`src/rtl/isc_pkg.sv`:
```
package isc_pkg;

    // Command codes accepted on cmd_op
    typedef enum logic [1:0] {
        CMD_REJECT = 2'd0,
        CMD_EOI    = 2'd1,
        CMD_RESEND = 2'd2,
        CMD_NONE   = 2'd3
    } isc_cmd_e;

    // States of the resend walker
    typedef enum logic [1:0] {
        SCAN_IDLE  = 2'd0,
        SCAN_APPLY = 2'd1,
        SCAN_HOLD  = 2'd2
    } isc_scan_e;

endpackage

```
`src/rtl/isc_src_cell.sv`:
```
module isc_src_cell #(
    parameter int SRV_W  = 4,
    parameter int PRIO_W = 8
) (
    input  logic              clk,
    input  logic              rst_n,
    input  logic              line_in,
    input  logic              assign_hit,
    input  logic              assign_level,
    input  logic              cfg_hit,
    input  logic [SRV_W-1:0]  cfg_server,
    input  logic [PRIO_W-1:0] cfg_prio,
    input  logic              reject_hit,
    input  logic              eoi_hit,
    input  logic              scan_hit,
    input  logic              pop,
    output logic              queued_o,
    output logic [SRV_W-1:0]  server_o,
    output logic [PRIO_W-1:0] prio_o
);

    logic              lvl_q, line_q, sent_q, rej_q, mpend_q, queued_q;
    logic [SRV_W-1:0]  server_q;
    logic [PRIO_W-1:0] prio_q;

    logic              n_lvl, n_sent, n_rej, n_mp, n_q;
    logic [SRV_W-1:0]  n_srv;
    logic [PRIO_W-1:0] n_pr;
    logic              rise;

    assign rise = line_in && !line_q;

    // Ordered application: type, pop, resend, config, command, input edge
    always_comb begin
        n_lvl  = lvl_q;
        n_sent = sent_q;
        n_rej  = rej_q;
        n_mp   = mpend_q;
        n_q    = queued_q;
        n_srv  = server_q;
        n_pr   = prio_q;

        if (assign_hit) n_lvl = assign_level;
        if (pop)        n_q   = 1'b0;

        if (scan_hit) begin
            if (n_lvl) begin
                if (line_q && !n_sent && !(&n_pr)) begin
                    n_sent = 1'b1;
                    n_q    = 1'b1;
                end
            end else if (n_rej) begin
                n_rej = 1'b0;
                if (!(&n_pr)) n_q = 1'b1;
            end
        end

        if (cfg_hit) begin
            n_srv = cfg_server;
            n_pr  = cfg_prio;
            if (n_q && (&cfg_prio)) begin
                n_q = 1'b0;
                if (n_lvl) n_sent = 1'b0;
                else       n_mp   = 1'b1;
            end
            if (n_lvl) begin
                if (line_q && !n_sent && !(&n_pr)) begin
                    n_sent = 1'b1;
                    n_q    = 1'b1;
                end
            end else if (n_mp && !(&n_pr)) begin
                n_mp = 1'b0;
                n_q  = 1'b1;
            end
        end

        if (reject_hit) begin
            n_rej  = 1'b1;
            n_sent = 1'b0;
        end
        if (eoi_hit && n_lvl) n_sent = 1'b0;

        if (rise) begin
            if (n_lvl) begin
                if (!n_sent && !(&n_pr)) begin
                    n_sent = 1'b1;
                    n_q    = 1'b1;
                end
            end else if (&n_pr) begin
                n_mp = 1'b1;
            end else begin
                n_q = 1'b1;
            end
        end
    end

    always_ff @(posedge clk or negedge rst_n) begin
        if (!rst_n) begin
            lvl_q    <= 1'b0;
            line_q   <= 1'b0;
            sent_q   <= 1'b0;
            rej_q    <= 1'b0;
            mpend_q  <= 1'b0;
            queued_q <= 1'b0;
            server_q <= '0;
            prio_q   <= '1;
        end else begin
            lvl_q    <= n_lvl;
            line_q   <= line_in;
            sent_q   <= n_sent;
            rej_q    <= n_rej;
            mpend_q  <= n_mp;
            queued_q <= n_q;
            server_q <= n_srv;
            prio_q   <= n_pr;
        end
    end

    assign queued_o = queued_q;
    assign server_o = server_q;
    assign prio_o   = prio_q;

    assert_masked_not_owed_R1: assert property (@(posedge clk) disable iff (!rst_n)
        queued_q |-> !(&prio_q));

    assert_reject_flags_R6: assert property (@(posedge clk) disable iff (!rst_n)
        (reject_hit && !(line_in && !line_q)) |=> (rej_q && !sent_q));

    assert_eoi_level_clears_R7: assert property (@(posedge clk) disable iff (!rst_n)
        (eoi_hit && lvl_q && !assign_hit && !(line_in && !line_q)) |=> !sent_q);

    assert_eoi_message_inert_R7: assert property (@(posedge clk) disable iff (!rst_n)
        (eoi_hit && !lvl_q && !assign_hit && !cfg_hit && !scan_hit && !pop
         && !(line_in && !line_q))
        |=> ($stable(rej_q) && $stable(mpend_q) && $stable(queued_q)));

    assert_level_no_repeat_R5: assert property (@(posedge clk) disable iff (!rst_n)
        (lvl_q && sent_q && !queued_q && !reject_hit && !eoi_hit && !cfg_hit && !assign_hit)
        |=> !queued_q);

    assert_withdraw_on_mask_R11: assert property (@(posedge clk) disable iff (!rst_n)
        (cfg_hit && (&cfg_prio)) |=> !queued_q);

endmodule

```
`src/rtl/isc_pick_lowest.sv`:
```
module isc_pick_lowest #(
    parameter int N = 16,
    localparam int IDX_W = $clog2(N)
) (
    input  logic [N-1:0]     req,
    output logic             any,
    output logic [IDX_W-1:0] idx
);

    always_comb begin
        any = |req;
        idx = '0;
        for (int i = N - 1; i >= 0; i--) begin
            if (req[i]) idx = IDX_W'(i);
        end
    end

    always_comb begin
        if (any) assert_pick_is_set_R10: assert (req[idx]);
    end

endmodule

```
`src/rtl/isc_resend_scan.sv`:
```
module isc_resend_scan
    import isc_pkg::*;
#(
    parameter int N = 16,
    localparam int IDX_W = $clog2(N)
) (
    input  logic         clk,
    input  logic         rst_n,
    input  logic         start,
    input  logic [N-1:0] queued,
    output logic [N-1:0] scan_hit
);

    isc_scan_e        state_q, state_d;
    logic [IDX_W-1:0] idx_q, idx_d;

    // Next-state logic
    always_comb begin
        state_d = state_q;
        idx_d   = idx_q;
        unique case (state_q)
            SCAN_IDLE: ;
            SCAN_APPLY: state_d = SCAN_HOLD;
            SCAN_HOLD: begin
                if (!queued[idx_q]) begin
                    if (idx_q == IDX_W'(N - 1)) begin
                        state_d = SCAN_IDLE;
                        idx_d   = '0;
                    end else begin
                        state_d = SCAN_APPLY;
                        idx_d   = idx_q + 1'b1;
                    end
                end
            end
            default: state_d = SCAN_IDLE;
        endcase
        if (start) begin
            state_d = SCAN_APPLY;
            idx_d   = '0;
        end
    end

    // State register
    always_ff @(posedge clk or negedge rst_n) begin
        if (!rst_n) begin
            state_q <= SCAN_IDLE;
            idx_q   <= '0;
        end else begin
            state_q <= state_d;
            idx_q   <= idx_d;
        end
    end

    // Outputs
    always_comb begin
        scan_hit = '0;
        if (state_q == SCAN_APPLY) scan_hit[idx_q] = 1'b1;
    end

    assert_apply_then_hold_R8: assert property (@(posedge clk) disable iff (!rst_n)
        (state_q == SCAN_APPLY && !start) |=> (state_q == SCAN_HOLD));

    assert_hold_stalls_R10: assert property (@(posedge clk) disable iff (!rst_n)
        (state_q == SCAN_HOLD && queued[idx_q] && !start)
        |=> (state_q == SCAN_HOLD && $stable(idx_q)));

endmodule

```
`src/rtl/isc_mixed_src_ctrl.sv`:
```
module isc_mixed_src_ctrl
    import isc_pkg::*;
#(
    parameter int NUM_SRC = 16,
    parameter int NUM_W   = 10,
    parameter int BASE    = 64,
    parameter int SRV_W   = 4,
    parameter int PRIO_W  = 8
) (
    input  logic               clk,
    input  logic               rst_n,
    input  logic [NUM_SRC-1:0] src_line,
    input  logic               asg_valid,
    input  logic [NUM_W-1:0]   asg_num,
    input  logic               asg_level,
    input  logic               cfg_valid,
    input  logic [NUM_W-1:0]   cfg_num,
    input  logic [SRV_W-1:0]   cfg_server,
    input  logic [PRIO_W-1:0]  cfg_prio,
    input  logic               cmd_valid,
    input  logic [1:0]         cmd_op,
    input  logic [NUM_W-1:0]   cmd_num,
    output logic               pres_valid,
    input  logic               pres_ready,
    output logic [SRV_W-1:0]   pres_server,
    output logic [NUM_W-1:0]   pres_num,
    output logic [PRIO_W-1:0]  pres_prio
);

    localparam int IDX_W = $clog2(NUM_SRC);
    localparam logic [NUM_W:0]     LO_NUM   = (NUM_W+1)'(BASE);
    localparam logic [NUM_W:0]     HI_NUM   = (NUM_W+1)'(BASE + NUM_SRC);
    localparam logic [IDX_W-1:0]   BASE_LOW = IDX_W'(BASE);
    localparam logic [NUM_W-1:0]   BASE_N   = NUM_W'(BASE);

    function automatic logic in_window(input logic [NUM_W-1:0] n);
        return ({1'b0, n} >= LO_NUM) && ({1'b0, n} < HI_NUM);
    endfunction

    isc_cmd_e         op;
    logic             asg_ok, cfg_ok, cmd_ok, start_scan;
    logic [IDX_W-1:0] asg_idx, cfg_idx, cmd_idx, sel_idx;

    logic [NUM_SRC-1:0] queued, scan_hit, pop;
    logic [SRV_W-1:0]   server_arr [NUM_SRC];
    logic [PRIO_W-1:0]  prio_arr   [NUM_SRC];

    assign op         = isc_cmd_e'(cmd_op);
    assign asg_ok     = asg_valid && in_window(asg_num);
    assign cfg_ok     = cfg_valid && in_window(cfg_num);
    assign cmd_ok     = cmd_valid && in_window(cmd_num);
    assign asg_idx    = asg_num[IDX_W-1:0] - BASE_LOW;
    assign cfg_idx    = cfg_num[IDX_W-1:0] - BASE_LOW;
    assign cmd_idx    = cmd_num[IDX_W-1:0] - BASE_LOW;
    assign start_scan = cmd_valid && (op == CMD_RESEND);

    generate
        for (genvar g = 0; g < NUM_SRC; g++) begin : g_src
            logic hit_asg, hit_cfg, hit_rej, hit_eoi;
            assign hit_asg = asg_ok && (asg_idx == IDX_W'(g));
            assign hit_cfg = cfg_ok && (cfg_idx == IDX_W'(g));
            assign hit_rej = cmd_ok && (op == CMD_REJECT) && (cmd_idx == IDX_W'(g));
            assign hit_eoi = cmd_ok && (op == CMD_EOI)    && (cmd_idx == IDX_W'(g));
            assign pop[g]  = pres_valid && pres_ready && (sel_idx == IDX_W'(g));

            isc_src_cell #(
                .SRV_W (SRV_W),
                .PRIO_W(PRIO_W)
            ) cell_i (
                .clk         (clk),
                .rst_n       (rst_n),
                .line_in     (src_line[g]),
                .assign_hit  (hit_asg),
                .assign_level(asg_level),
                .cfg_hit     (hit_cfg),
                .cfg_server  (cfg_server),
                .cfg_prio    (cfg_prio),
                .reject_hit  (hit_rej),
                .eoi_hit     (hit_eoi),
                .scan_hit    (scan_hit[g]),
                .pop         (pop[g]),
                .queued_o    (queued[g]),
                .server_o    (server_arr[g]),
                .prio_o      (prio_arr[g])
            );
        end
    endgenerate

    isc_resend_scan #(.N(NUM_SRC)) scan_i (
        .clk     (clk),
        .rst_n   (rst_n),
        .start   (start_scan),
        .queued  (queued),
        .scan_hit(scan_hit)
    );

    isc_pick_lowest #(.N(NUM_SRC)) pick_i (
        .req(queued),
        .any(pres_valid),
        .idx(sel_idx)
    );

    assign pres_server = server_arr[sel_idx];
    assign pres_prio   = prio_arr[sel_idx];
    assign pres_num    = BASE_N + {{(NUM_W-IDX_W){1'b0}}, sel_idx};

    assert_offer_unmasked_R1: assert property (@(posedge clk) disable iff (!rst_n)
        pres_valid |-> !(&pres_prio));

    assert_num_in_window_R2: assert property (@(posedge clk) disable iff (!rst_n)
        pres_valid |-> in_window(pres_num));

    assert_offer_held_R10: assert property (@(posedge clk) disable iff (!rst_n)
        (pres_valid && !pres_ready && !cfg_valid) |=> pres_valid);

    assert_single_pop_R10: assert property (@(posedge clk) disable iff (!rst_n)
        $countones(pop) <= 1);

endmodule

```
`config.mk`:
```
export PLATFORM = sky130hd
export DESIGN_NAME = isc_mixed_src_ctrl
export DESIGN_NICKNAME = d
export VERILOG_FILES = /design/src/rtl/isc_pkg.sv /design/src/rtl/isc_src_cell.sv /design/src/rtl/isc_pick_lowest.sv /design/src/rtl/isc_resend_scan.sv /design/src/rtl/isc_mixed_src_ctrl.sv
export SDC_FILE = /design/constraint.sdc
export NUM_CORES = 1
export LEC_CHECK = 0
export ABC_AREA = 1
export BUFFER_PORTS_ARGS = -buffer_cell sky130_fd_sc_hd__buf_4
export CAP_MARGIN = 5
export CORE_MARGIN = 2
export CORE_UTILIZATION = 33
export DETAILED_ROUTE_END_ITERATION = 8
export PLACE_DENSITY = 0.59
export SLEW_MARGIN = 30
export SYNTH_ARGS = -nofsm -noshare
export SYNTH_HDL_FRONTEND = slang
export SYNTH_SLANG_ARGS = --single-unit
```
`constraint.sdc`:
```
create_clock -name clk -period 4.5 [get_ports clk]
set_clock_uncertainty 0.15 [all_clocks]
set_input_delay 0.9 -clock clk [delete_from_list [all_inputs] [get_ports clk]]
set_output_delay 0.9 -clock clk [all_outputs]
set_load 0.01 [all_outputs]
```
==> results of run 1 <==
==> power by group through the flow <==
stage	clock network, W	logic, W	registers (W)
2_1_floorplan	0	0.000618	0.00284
3_3_place_gp	0	0.000949	0.00288
3_5_place_dp	0	0.000969	0.00288
4_1_cts	0.00292	0.000970	0.00284
5_1_grt	0.00303	0.00111	0.00285
6_report	0.00288	0.00101	0.00284
==> worst max-delay path: stages (launching register included) <==
cell,delay (ns)
dfrtp_1,0.42
inv_2,0.07
nand2_1,0.05
nand2_1,0.05
nand2_1,0.04
nand2_1,0.05
nand2_1,0.04
nand2_1,0.05
nand2_1,0.05
nand2_1,0.05
nand2_1,0.04
nand2_1,0.05
nand2_1,0.05
nand2_2,0.11
nand2_2,0.12
nand2_4,0.14
inv_2,0.12
nor2_4,0.57
nand2_1,0.11
nand4_1,0.11
nand2_1,0.06
nand4_1,0.20
buf_4,0.16
==> layer usage <==
metal  vias up  global-route usage, %
met5         -                      0
li1       7635                      -
met1      7742                   30.2
met3       110                   3.89
met2       702                   35.6
met4         0                   9.23
==> area by class of cell <==
cell class	instances	share of cell area (%)
clock buffer	58	5.71
multi-input combinational	1668	41.3
inverter	218	4.29
tap	672	4.39
sequential	294	39.2
clock inverter	5	0.339
timing repair buffer	116	4.80
==> final timing paths <==
check                                                    startpoint                                       to  slack, ns
worst max-delay path            g_src[13].cell_i.queued_o$_DFF_PN0_                             pres_prio[1]       0.17
worst min-delay path                                          rst_n  g_src[9].cell_i.server_o[2]$_DFFE_PN0P_       0.22
worst max register to register  g_src[15].cell_i.queued_o$_DFF_PN0_       g_src[3].cell_i.queued_o$_DFF_PN0_       1.37
worst min register to register    g_src[4].cell_i.rej_q$_DFFE_PN0P_        g_src[4].cell_i.rej_q$_DFFE_PN0P_       0.32
max in group asynchronous                                     rst_n     g_src[11].cell_i.prio_o[0]$_DFF_PN1_       3.02
min in group clk                  g_src[4].cell_i.rej_q$_DFFE_PN0P_        g_src[4].cell_i.rej_q$_DFFE_PN0P_       0.32
==> flip-flops by register name, summed over array words and instances, names as in the netlist <==
signal and cells:
g_src.cell_i.prio_o 128, g_src.cell_i.server_o 64, g_src.cell_i.line_q 16, g_src.cell_i.lvl_q 16, g_src.cell_i.mpend_q 16, g_src.cell_i.queued_o 16, g_src.cell_i.rej_q 16, g_src.cell_i.sent_q 16
scan_i.idx_q 4, scan_i.state_q 2
==> cells in the final DEF, fill, tap and decap left out, types with 4 or more instances in the layout <==
cell       synthesis  routed
nand3b_1           6       6
o211ai_1          19      19
nand3_1          134     134
dfrtp_1          166     166
nand3_2            6       6
nor2_2             4       4
o21bai_1          17      17
clkinv_1           4       4
inv_1            196     196
a22o_1            10      10
or2_2              7       7
nand4_1           95      95
nor4_1             8       8
nor3_1            35      35
o2111ai_1          9       9
conb_1             2       6
nand2_1          783     783
nand2_2           10      10
o21ai_1           29      29
o21ai_2            4       4
o31ai_1            9       9
o21ai_0          237     237
nor2_1           135     135
clkbuf_16          0      36
dfstp_2          128     128
buf_4              9     111
clkbuf_1          44      11
a21oi_1           46      46
clkbuf_8           0      11
ha_1               4       4
inv_2             16      16
==> kinds of logic after synthesis <==
group | count (synthesis)
compound gates | 409
buf+inv | 307
flops | 294
fa+ha+maj | 4
simple gates | 1248
other cells | 2
==> stage by stage <==
step | setup slack, ns | setup TNS, ns | utilization [%]
after floorplan | 1.43 | 0 | -
after global placement | 0.752 | 0 | 36.0
after detailed placement | 0.643 | 0 | 36.0
after CTS | 0.0743 | 0 | 38.3
after global routing | -0.000722 | -0.000722 | 38.4
final | 0.172 | 0 | 38.4
==> what timing repair did <==
item                                    CTS  global route
setup buffers                             0             4
endpoints found under the setup margin    0             6
hold buffers                              0             0
gates resized for setup                   0             1
hold endpoints to repair                  0             0
==> summary.txt, run 1 <==
STA
  • Tcrit/Tclk final: 96.2%
  • Hold Slack: 0.220 ns
  • Setup Viol. Count Final: 0
  • Slew margin rel.: between 40% and 50%
  • Fin crit period: 4.33 ns
  • Max Slew Vio Count: 0
  • Worst-Margin Slew: 0.898 ns
  • Final Hold Fails: 0
  • F_max: 0.231 GHz

Power and ir drop
  • Leak: 8.22 nW
  • PD cells: 351 mW/mm2
  • Sw power: 0.00201 W
  • P_int: 0.00472 W
  • Reg power frac: between 40% and 50%
  • Combinational Power Share: about 15%
  • Worst vdd ir: 0.159 mV
  • Clock share of power: 42.7%
  • Power, Total: 0.00673 W
  • Switching power share of the total: 29.9%

Routing
  • Vias/cell: 5.34
  • Wire length on met3: approximately 5 mm
  • Met1 wire length: 24.9 mm
  • Pre-antenna DRT Iters: 6
  • Average wire per standard cell: approximately 20 um
  • Total length of routed wires: 59.6 mm
  • Met2 routed WL: around 27 mm
  • Final ANT Viol Nets: 0
  • Via count: 16200
  • Top Metal Used: met4
  • DRC Markers: 0
  • Starting DRT DRC Count: approximately 1600

Setup path
  • Worst EP required: 3.45 ns
  • Kind of end point of the critical path: output port
  • Crit path launch type: flip-flop
  • Crit-path max FO: 23
  • Setup CP Type: reg2out
  • CP arrival: ~3.3 ns
  • Reg2Reg Depth: 18

Logic synthesis
  • Synth warnings: 0
  • Adder-Cell Fraction of Synth Area: less than 1%
  • Post-synth EDFFs: 0
  • Syn Inst Count: 2264
  • Synth top cells by count: 783 x nand2_1, 237 x o21ai_0, 196 x inv_1
  • Area fraction in compound gates after synthesis: 14.1%
  • Mux contribution to synthesized area: 0%
  • Top post-synthesis cells by area: dfrtp_1 25%, dfstp_2 20%, nand2_1 18%
  • Ys async rst share: 100%
  • Mapped Area: ~0.017 mm2
  • Synth cell types: 64
  • Largest family of logic cells by synthesized area: simple AND/OR/NAND/NOR gates
  • Seq/Total Area, Yosys: between 40% and 50%
  • Avg Cell Area, Syn: ~7.4 um2
  • Synth Register Bits: 294
  • Yosys top cell by area: dfrtp_1
  • Post-synthesis simple-gate area fraction: 32.8%
  • Ys flop type: dfrtp_1
  • Synth top area share: 24.9%
  • Count leader, synth: nand2_1
  • Post-synthesis xor/xnor area fraction: 0%

Global routing
  • Vias in the first global route: 15200
  • All-layer global routing usage: 22.4%
  • Grt ovf: 0
  • Largest net degree at the start of global routing: 100
  • Global-route wire length before repair: between 90 and 100 mm
  • Initial antenna violation count: 0

Die
  • Die height: 229 um
  • Io pins: 90
  • Die footprint: 0.0523 mm2
  • Die width: 229 um
  • # rows: 82
  • Initial Utilization: 33.4%
  • Core Box Area: 0.0500 mm2

Placed design
  • GP Congestion: 0.983
  • Placed Cells incl. Taps: 2963
  • Placed cell area: between 0.015 and 0.02 mm2
  • Port Buffers: 83
  • Dpl hpwl: 43.7 mm

Run status
  • Status: completed

Cells and area
  • Fin area: about 0.019 mm2
  • Nets@finish: about 2400
  • Synth-to-Final Area Change: 15.0%
  • Fill count: 5083
  • Ratio of cells with drive above 1 in the final layout: 15.6%
  • Antenna cell count: 0
  • Reg area: 0.00752 mm2
  • Multi-input gate area: a little under 0.008 mm2
  • Non-filler cells in the finished layout: 3031

Clock tree
  • Cts bufs inserted: 35
  • Clock-pin slew on the worst setup and hold paths: around 0.060 ns
  • Clk root buf: clkbuf_16
  • CTS tree: built
  • Sink Count: about 300
  • H-tree lvl count: 2
  • Clock latency on the worst-skew pair: 0.54 ns
  • Longest Clk Path Bufs: 3

Hold path
  • Hold crit path type: in2async

Run
  • Max_cap viols: 0
No activity file was read; power rests on OpenSTA's default activity.
==> run 2, diff against run 1 <==
--- a/config.mk
+++ b/config.mk
@@ -10,9 +10,9 @@
 export CAP_MARGIN = 5
 export CORE_MARGIN = 2
 export CORE_UTILIZATION = 33
+export CTS_BUF_LIST = sky130_fd_sc_hd__clkbuf_8
 export DETAILED_ROUTE_END_ITERATION = 8
 export PLACE_DENSITY = 0.59
-export SLEW_MARGIN = 30
 export SYNTH_ARGS = -nofsm -noshare
 export SYNTH_HDL_FRONTEND = slang
 export SYNTH_SLANG_ARGS = --single-unit
==> run 2 against run 1 <==
  * First-iteration DRC count is 6.3% higher
  * Critical path type unchanged
  * Via count is 0.91% higher
  * Non-clock buffer count unchanged
  * Clock power shrank 12%
  * Largest power group is now sequential cells
==> summary.txt, run 2 (same netlist as run 1, synthesis figures left out) <==
Routing
  • Vias/cell: about 5.3
  • Final ANT Viol Nets: 0
  • DRC Markers: 0
  • Average wire per standard cell: 19.7 um
  • Total length of routed wires: between 60 and 70 mm
  • Via count: 16300
  • Starting DRT DRC Count: roughly 1700
  • Pre-antenna DRT Iters: 6

Power and ir drop
  • Sw power: 0.00207 W
  • Worst vdd ir: 0.157 mV
  • Reg power frac: 44.4%
  • Combinational Power Share: 16.2%
  • Leak: 8.28 nW
  • Clock share of power: 39.4%
  • P_int: 0.00434 W
  • Switching power share of the total: 32.2%
  • PD cells: 336 mW/mm2

Setup path
  • Slowest-stage cell, CP: a31oi_4
  • Reg2Reg Depth: 18
  • Crit path largest cell delay: 0.42 ns
  • Setup CP Type: reg2out
  • Crit path launch type: flip-flop
  • CP arrival: between 3 and 4 ns
  • CP Launch Point: g_src[15].cell_i.queued_o$_DFF_PN0_
  • Worst EP required: around 3.5 ns
  • Worst reg2reg startpoint: g_src[15].cell_i.queued_o$_DFF_PN0_
  • Worst setup path endpoint: pres_prio[3]
  • Flop2flop setup slack: 1.35 ns
  • Crit-path most repeated cell: nand2_1
  • R2R Path End: g_src[3].cell_i.queued_o$_DFF_PN0_
  • Kind of end point of the critical path: output port
  • CP Cell Sequence: inv_1 > nand2_1 > nand3_1 > nand3_1 > nand3_1 > nand3_1 > nand2_1 > a31oi_4 > buf_4 > inv_4 > nor2_4 > buf_6 > nand2_1 > nand4_1 > nand2_1 > nand2_1 > nand3b_1 > buf_4
  • Crit-path max FO: 34

Clock tree
  • CTS tree: built
  • CTS Hold Bufs: 0
  • Clock-pin slew on the worst setup and hold paths: roughly 0.06 ns
  • H-tree lvl count: 2
  • Longest Clk Path Bufs: 3
  • Clock latency on the worst-skew pair: 0.66 ns
  • Clk root buf: clkbuf_8
  • Sink Count: 294
  • Cts bufs inserted: 52

STA
  • Total negative setup slack: 0 ns
  • Hold Slack: 0.0985 ns
  • Slew margin rel.: 39.2%
  • RSZ-0062 raised after global routing: true
  • Max Slew Vio Count: 0
  • F_max: 0.232 GHz
  • Tcrit/Tclk final: 95.9%
  • Setup Viol. Count Final: 0
  • Worst-Margin Slew: approximately 0.91 ns
  • Final Hold Fails: 0
  • Fin crit period: 4.32 ns

Die
  • # rows: 82
  • Core Box Area: 0.0500 mm2
  • Die height: 229 um
  • Io pins: 90
  • Die footprint: 0.0523 mm2
  • Initial Utilization: roughly a third
  • Die width: 229 um

Global routing
  • All-layer global routing usage: 22.7%
  • Grt ovf: 0
  • Global-route wire length before repair: around 92 mm
  • Largest net degree at the start of global routing: 100
  • Vias in the first global route: 15400
  • Initial antenna violation count: 1

Cells and area
  • Most frequent cells in the layout: 783 x nand2_1, 237 x o21ai_0, 216 x inv_1
  • Synth-to-Final Area Change: 14.4%
  • Fill count: roughly 5000
  • Ratio of cells with drive above 1 in the final layout: 16.3%
  • Commonest non-fill, non-tap cell in the layout: nand2_1
  • Nets@finish: between 2000 and 2500
  • Largest register FFs: 128

Placed design
  • Dpl hpwl: about 44 mm
  • GP Congestion: roughly 0.98
  • Port Buffers: between 80 and 90

Run status
  • Status: completed

Hold path
  • Hold crit path type: in2async

Run
  • Max_cap viols: 0
==> run 2: changes by cell type in the layout (fill, tap and decap cells not counted), moves of 3 or more <==
cell / before / now
clkinv_2: 3 / 9
inv_1: 196 / 216
clkbuf_16: 36 / 0
buf_4: 111 / 108
clkbuf_8: 11 / 63
clkbuf_1: 11 / 0
==> run 2: metrics by stage <==
step | area, um2 | utilization (%) | total power (W) | worst slack [ns] | std cells
finish | 19100 | 38.2 | 0.00641 | 0.183 | 3064
global route | 19100 | 38.2 | 0.00668 | -0.0287 | 3064
CTS | 19000 | 38.0 | 0.00639 | 0.0425 | 3057
detailed placement | 18000 | 36.0 | 0.00385 | 0.643 | 2963
global placement | 18000 | 36.0 | 0.00383 | 0.752 | 2963
floorplan | 16700 | - | 0.00345 | 1.43 | 2268
==> run 2: power groups by stage <==
stage	registers, W	logic [W]	clock network, W
2_1_floorplan	0.00284	0.000618	0
3_3_place_gp	0.00288	0.000949	0
3_5_place_dp	0.00288	0.000969	0
4_1_cts	0.00284	0.000972	0.00258
5_1_grt	0.00285	0.00113	0.00270
6_report	0.00284	0.00104	0.00253
==> run 2: how the worst min path moves through the flow <==
stage                                            startpoint                                 endpoint  slack, ns  cells after the start
after global routing                                  rst_n  g_src[9].cell_i.server_o[2]$_DFFE_PN0P_       0.15                      1
final                                                 rst_n  g_src[9].cell_i.server_o[2]$_DFFE_PN0P_        0.1                      1
after global placement    g_src[4].cell_i.rej_q$_DFFE_PN0P_        g_src[4].cell_i.rej_q$_DFFE_PN0P_       0.31                      2
after CTS                                             rst_n  g_src[9].cell_i.server_o[2]$_DFFE_PN0P_       0.15                      1
after floorplan           g_src[1].cell_i.rej_q$_DFFE_PN0P_        g_src[1].cell_i.rej_q$_DFFE_PN0P_       0.29                      2
after detailed placement  g_src[1].cell_i.rej_q$_DFFE_PN0P_        g_src[1].cell_i.rej_q$_DFFE_PN0P_       0.31                      2
==> run 2: layer usage <==
layer | wire length [um] | global-route usage, % | share of wire (%) | up-vias
met3 | 4690 | 3.87 | 7.8 | 119
li1 | - | - | - | 7683
met5 | 0 | 0 | 0 | -
met4 | 2410 | 9.33 | 4.0 | 0
met2 | 27900 | 36.2 | 46 | 718
met1 | 25500 | 30.4 | 42 | 7817
==> run 2: what timing repair did <==
item	in CTS	in global routing
gates resized for setup	1	6
hold endpoints to repair	0	0
pin swaps	0	3
cloned	0	2
setup buffers	0	4
endpoints found under the setup margin	3	12
==> run 2: critical path: cells and delay by family (launching register included) <==
| kind | cells | cell delay [ns] |
|---|---|---|
| buf+inv | 5 | 0.74 |
| compound gates | 1 | 0.42 |
| simple gates | 12 | 1.07 |
| flops | 1 | 0.36 |
==> run 2: cell type report <==
cell class	instances	area, um2	area share [%]
Multi-Input combinational cell	1669	7920	41.5
Sequential cell	294	7520	39.4
Timing Repair Buffer	116	940	4.93
Clock buffer	63	867	4.55
Tap cell	672	841	4.41
Inverter	218	822	4.31
Clock inverter	31	168	0.879
Antenna cell	1	2.50	0.0131
==> run 3, diff against run 2 <==
--- a/config.mk
+++ b/config.mk
@@ -9,10 +9,9 @@
 export BUFFER_PORTS_ARGS = -buffer_cell sky130_fd_sc_hd__buf_4
 export CAP_MARGIN = 5
 export CORE_MARGIN = 2
-export CORE_UTILIZATION = 33
-export CTS_BUF_LIST = sky130_fd_sc_hd__clkbuf_8
+export CORE_UTILIZATION = 50
 export DETAILED_ROUTE_END_ITERATION = 8
-export PLACE_DENSITY = 0.59
+export PLACE_DENSITY = 0.78
 export SYNTH_ARGS = -nofsm -noshare
 export SYNTH_HDL_FRONTEND = slang
 export SYNTH_SLANG_ARGS = --single-unit
==> run 3 against run 2 <==
  * Sequential share of layout area is 0.46 points higher
  * Die area is 33% lower
  * Via count is 1.4% higher
  * Critical path depth is 5 higher
  * Largest power group is now the clock network
==> summary.txt, run 3 (same netlist as run 1, synthesis figures left out) <==
Cells and area
  • Commonest non-fill, non-tap cell in the layout: nand2_1
  • Synth-to-Final Area Change: 13.1%
  • Fin util: 57.6%
  • Nets@finish: between 2000 and 2500
  • Fill count: 2990
  • Ratio of cells with drive above 1 in the final layout: 15.4%
  • Largest register FFs: roughly 130
  • Antenna cell count: 0
  • Multi-input gate area: 0.00791 mm2
  • Reg area: 0.00752 mm2
  • Most frequent cells in the layout: 783 x nand2_1, 237 x o21ai_0, 196 x inv_1

STA
  • Total negative setup slack: 0 ns
  • Setup Viol. Count Final: 0
  • Max Slew Vio Count: 0
  • Slew margin rel.: 45.7%
  • RSZ-0062 raised after global routing: false
  • Final Hold Fails: 0
  • Fin crit period: 4.39 ns
  • F_max: 0.228 GHz
  • Worst-Margin Slew: 0.813 ns
  • Tcrit/Tclk final: a little over nine tenths

Placed design
  • Port Buffers: 83
  • GP Congestion: 0.986
  • Dpl hpwl: 39.9 mm

Setup path
  • Crit-path most repeated cell: nand2_1
  • CP arrival: 3.34 ns
  • CP Cell Sequence: inv_1 > nand2_1 > nand2_1 > nand2_1 > nand2_1 > nand2_1 > nand2_1 > nand2_1 > nand2_1 > nand2_1 > nand2_1 > nand2_1 > nand2_1 > nand2_2 > nand2_2 > nand2_4 > inv_2 > nor2_4 > nand2_1 > nand4_1 > nand2_1 > nand4_1 > buf_4
  • Crit path launch type: flip-flop
  • Crit path largest cell delay: between 0.5 and 0.6 ns
  • Kind of end point of the critical path: output port
  • Slowest-stage cell, CP: nor2_4
  • Worst EP required: 3.45 ns
  • Crit-path max FO: 23
  • Setup CP Type: reg2out

Routing
  • Average wire per standard cell: about 20 um
  • Total length of routed wires: between 50 and 60 mm
  • Final ANT Viol Nets: 0
  • Vias/cell: 5.93
  • Pre-antenna DRT Iters: 8
  • DRC Markers: 0
  • Starting DRT DRC Count: ~2000
  • Via count: 16600

Global routing
  • Largest net degree at the start of global routing: roughly 100
  • Grt ovf: 0
  • All-layer global routing usage: 31.5%
  • Global-route wire length before repair: 87.2 mm
  • Vias in the first global route: approximately 16000
  • Initial antenna violation count: 0

Clock tree
  • Cts bufs inserted: 35
  • CTS Hold Bufs: 0
  • Post-CTS setup buffer count: 0
  • CTS resizes: 0
  • Clk root buf: clkbuf_16
  • Longest Clk Path Bufs: 3
  • Clock latency on the worst-skew pair: 0.53 ns
  • Clock-pin slew on the worst setup and hold paths: roughly 0.06 ns
  • H-tree lvl count: 2
  • Sink Count: 294
  • CTS tree: built

Power and ir drop
  • Leak: 8.20 nW
  • Worst vdd ir: 0.229 mV
  • Power, Total: 0.00677 W
  • PD cells: 359 mW/mm2

Hold path
  • Hold crit path type: in2async

Run
  • Max_cap viols: 0

Run status
  • Status: completed

Die
  • Initial Utilization: roughly 50%
  • # rows: 66
  • Core Box Area: roughly 0.033 mm2
  • Die height: roughly 190 um
  • Die footprint: 0.0348 mm2
  • Die width: about 190 um
  • Io pins: 90
## run 3: final cells by class
cell class | instances | area share, %
flip-flops and latches | 294 | 39.9
clock buffers | 53 | 5.49
multi-input cells | 1668 | 42.0
inverters | 218 | 4.36
clock inverters | 11 | 0.783
well taps | 442 | 2.93
repair buffers | 109 | 4.60
## run 3: power breakdown
| group | switching (W) | internal [W] | total [W] | leakage, nW |
|---|---|---|---|---|
| clock network | 0.00115 | 0.00177 | 0.00292 | 0.579 |
| registers | 0.0000898 | 0.00275 | 0.00284 | 3.41 |
| logic | 0.000762 | 0.000254 | 0.00102 | 4.21 |
| total | 0.00201 | 0.00477 | 0.00677 | 8.20 |
## run 3: critical path, delay by kind of cell, from the launching register on
kind / cells / cell delay [ns]
buffers and inverters: 3 / 0.34
and+or+nand+nor: 20 / 2.11
DFF: 1 / 0.37
## run 3: metal layers
layer  track usage [%]  up-vias  share of wire [%]
met3              4.66      173                9.9
met1              42.6     7827                 40
met4              15.4        0                5.4
li1                  -     7619                  -
met5                 0        -                  0
met2              49.7      952                 45
## run 3: worst paths after layout
kind	endpoint	slack (ns)	cells after the start	start
worst max-delay path	pres_prio[0]	0.11	23	g_src[14].cell_i.queued_o$_DFF_PN0_
worst min-delay path	g_src[11].cell_i.server_o[1]$_DFFE_PN0P_	0.24	1	rst_n
worst max register to register	g_src[3].cell_i.queued_o$_DFF_PN0_	1.17	18	g_src[15].cell_i.queued_o$_DFF_PN0_
worst min register to register	g_src[8].cell_i.rej_q$_DFFE_PN0P_	0.33	2	g_src[8].cell_i.rej_q$_DFFE_PN0P_
max in group asynchronous	g_src[2].cell_i.prio_o[3]$_DFF_PN1_	2.90	2	rst_n
min in group clk	g_src[8].cell_i.rej_q$_DFFE_PN0P_	0.33	2	g_src[8].cell_i.rej_q$_DFFE_PN0P_
## run 3: stage by stage
stage	setup slack (ns)	instances	area [um2]	hold WS, ns
2_1_floorplan	1.43	2268	16700	0.286
3_3_place_gp	0.723	2730	17700	0.300
3_5_place_dp	0.733	2730	17700	0.316
4_1_cts	0.164	2794	18800	0.286
5_1_grt	0.0156	2795	18900	0.294
6_report	0.112	2795	18900	0.237
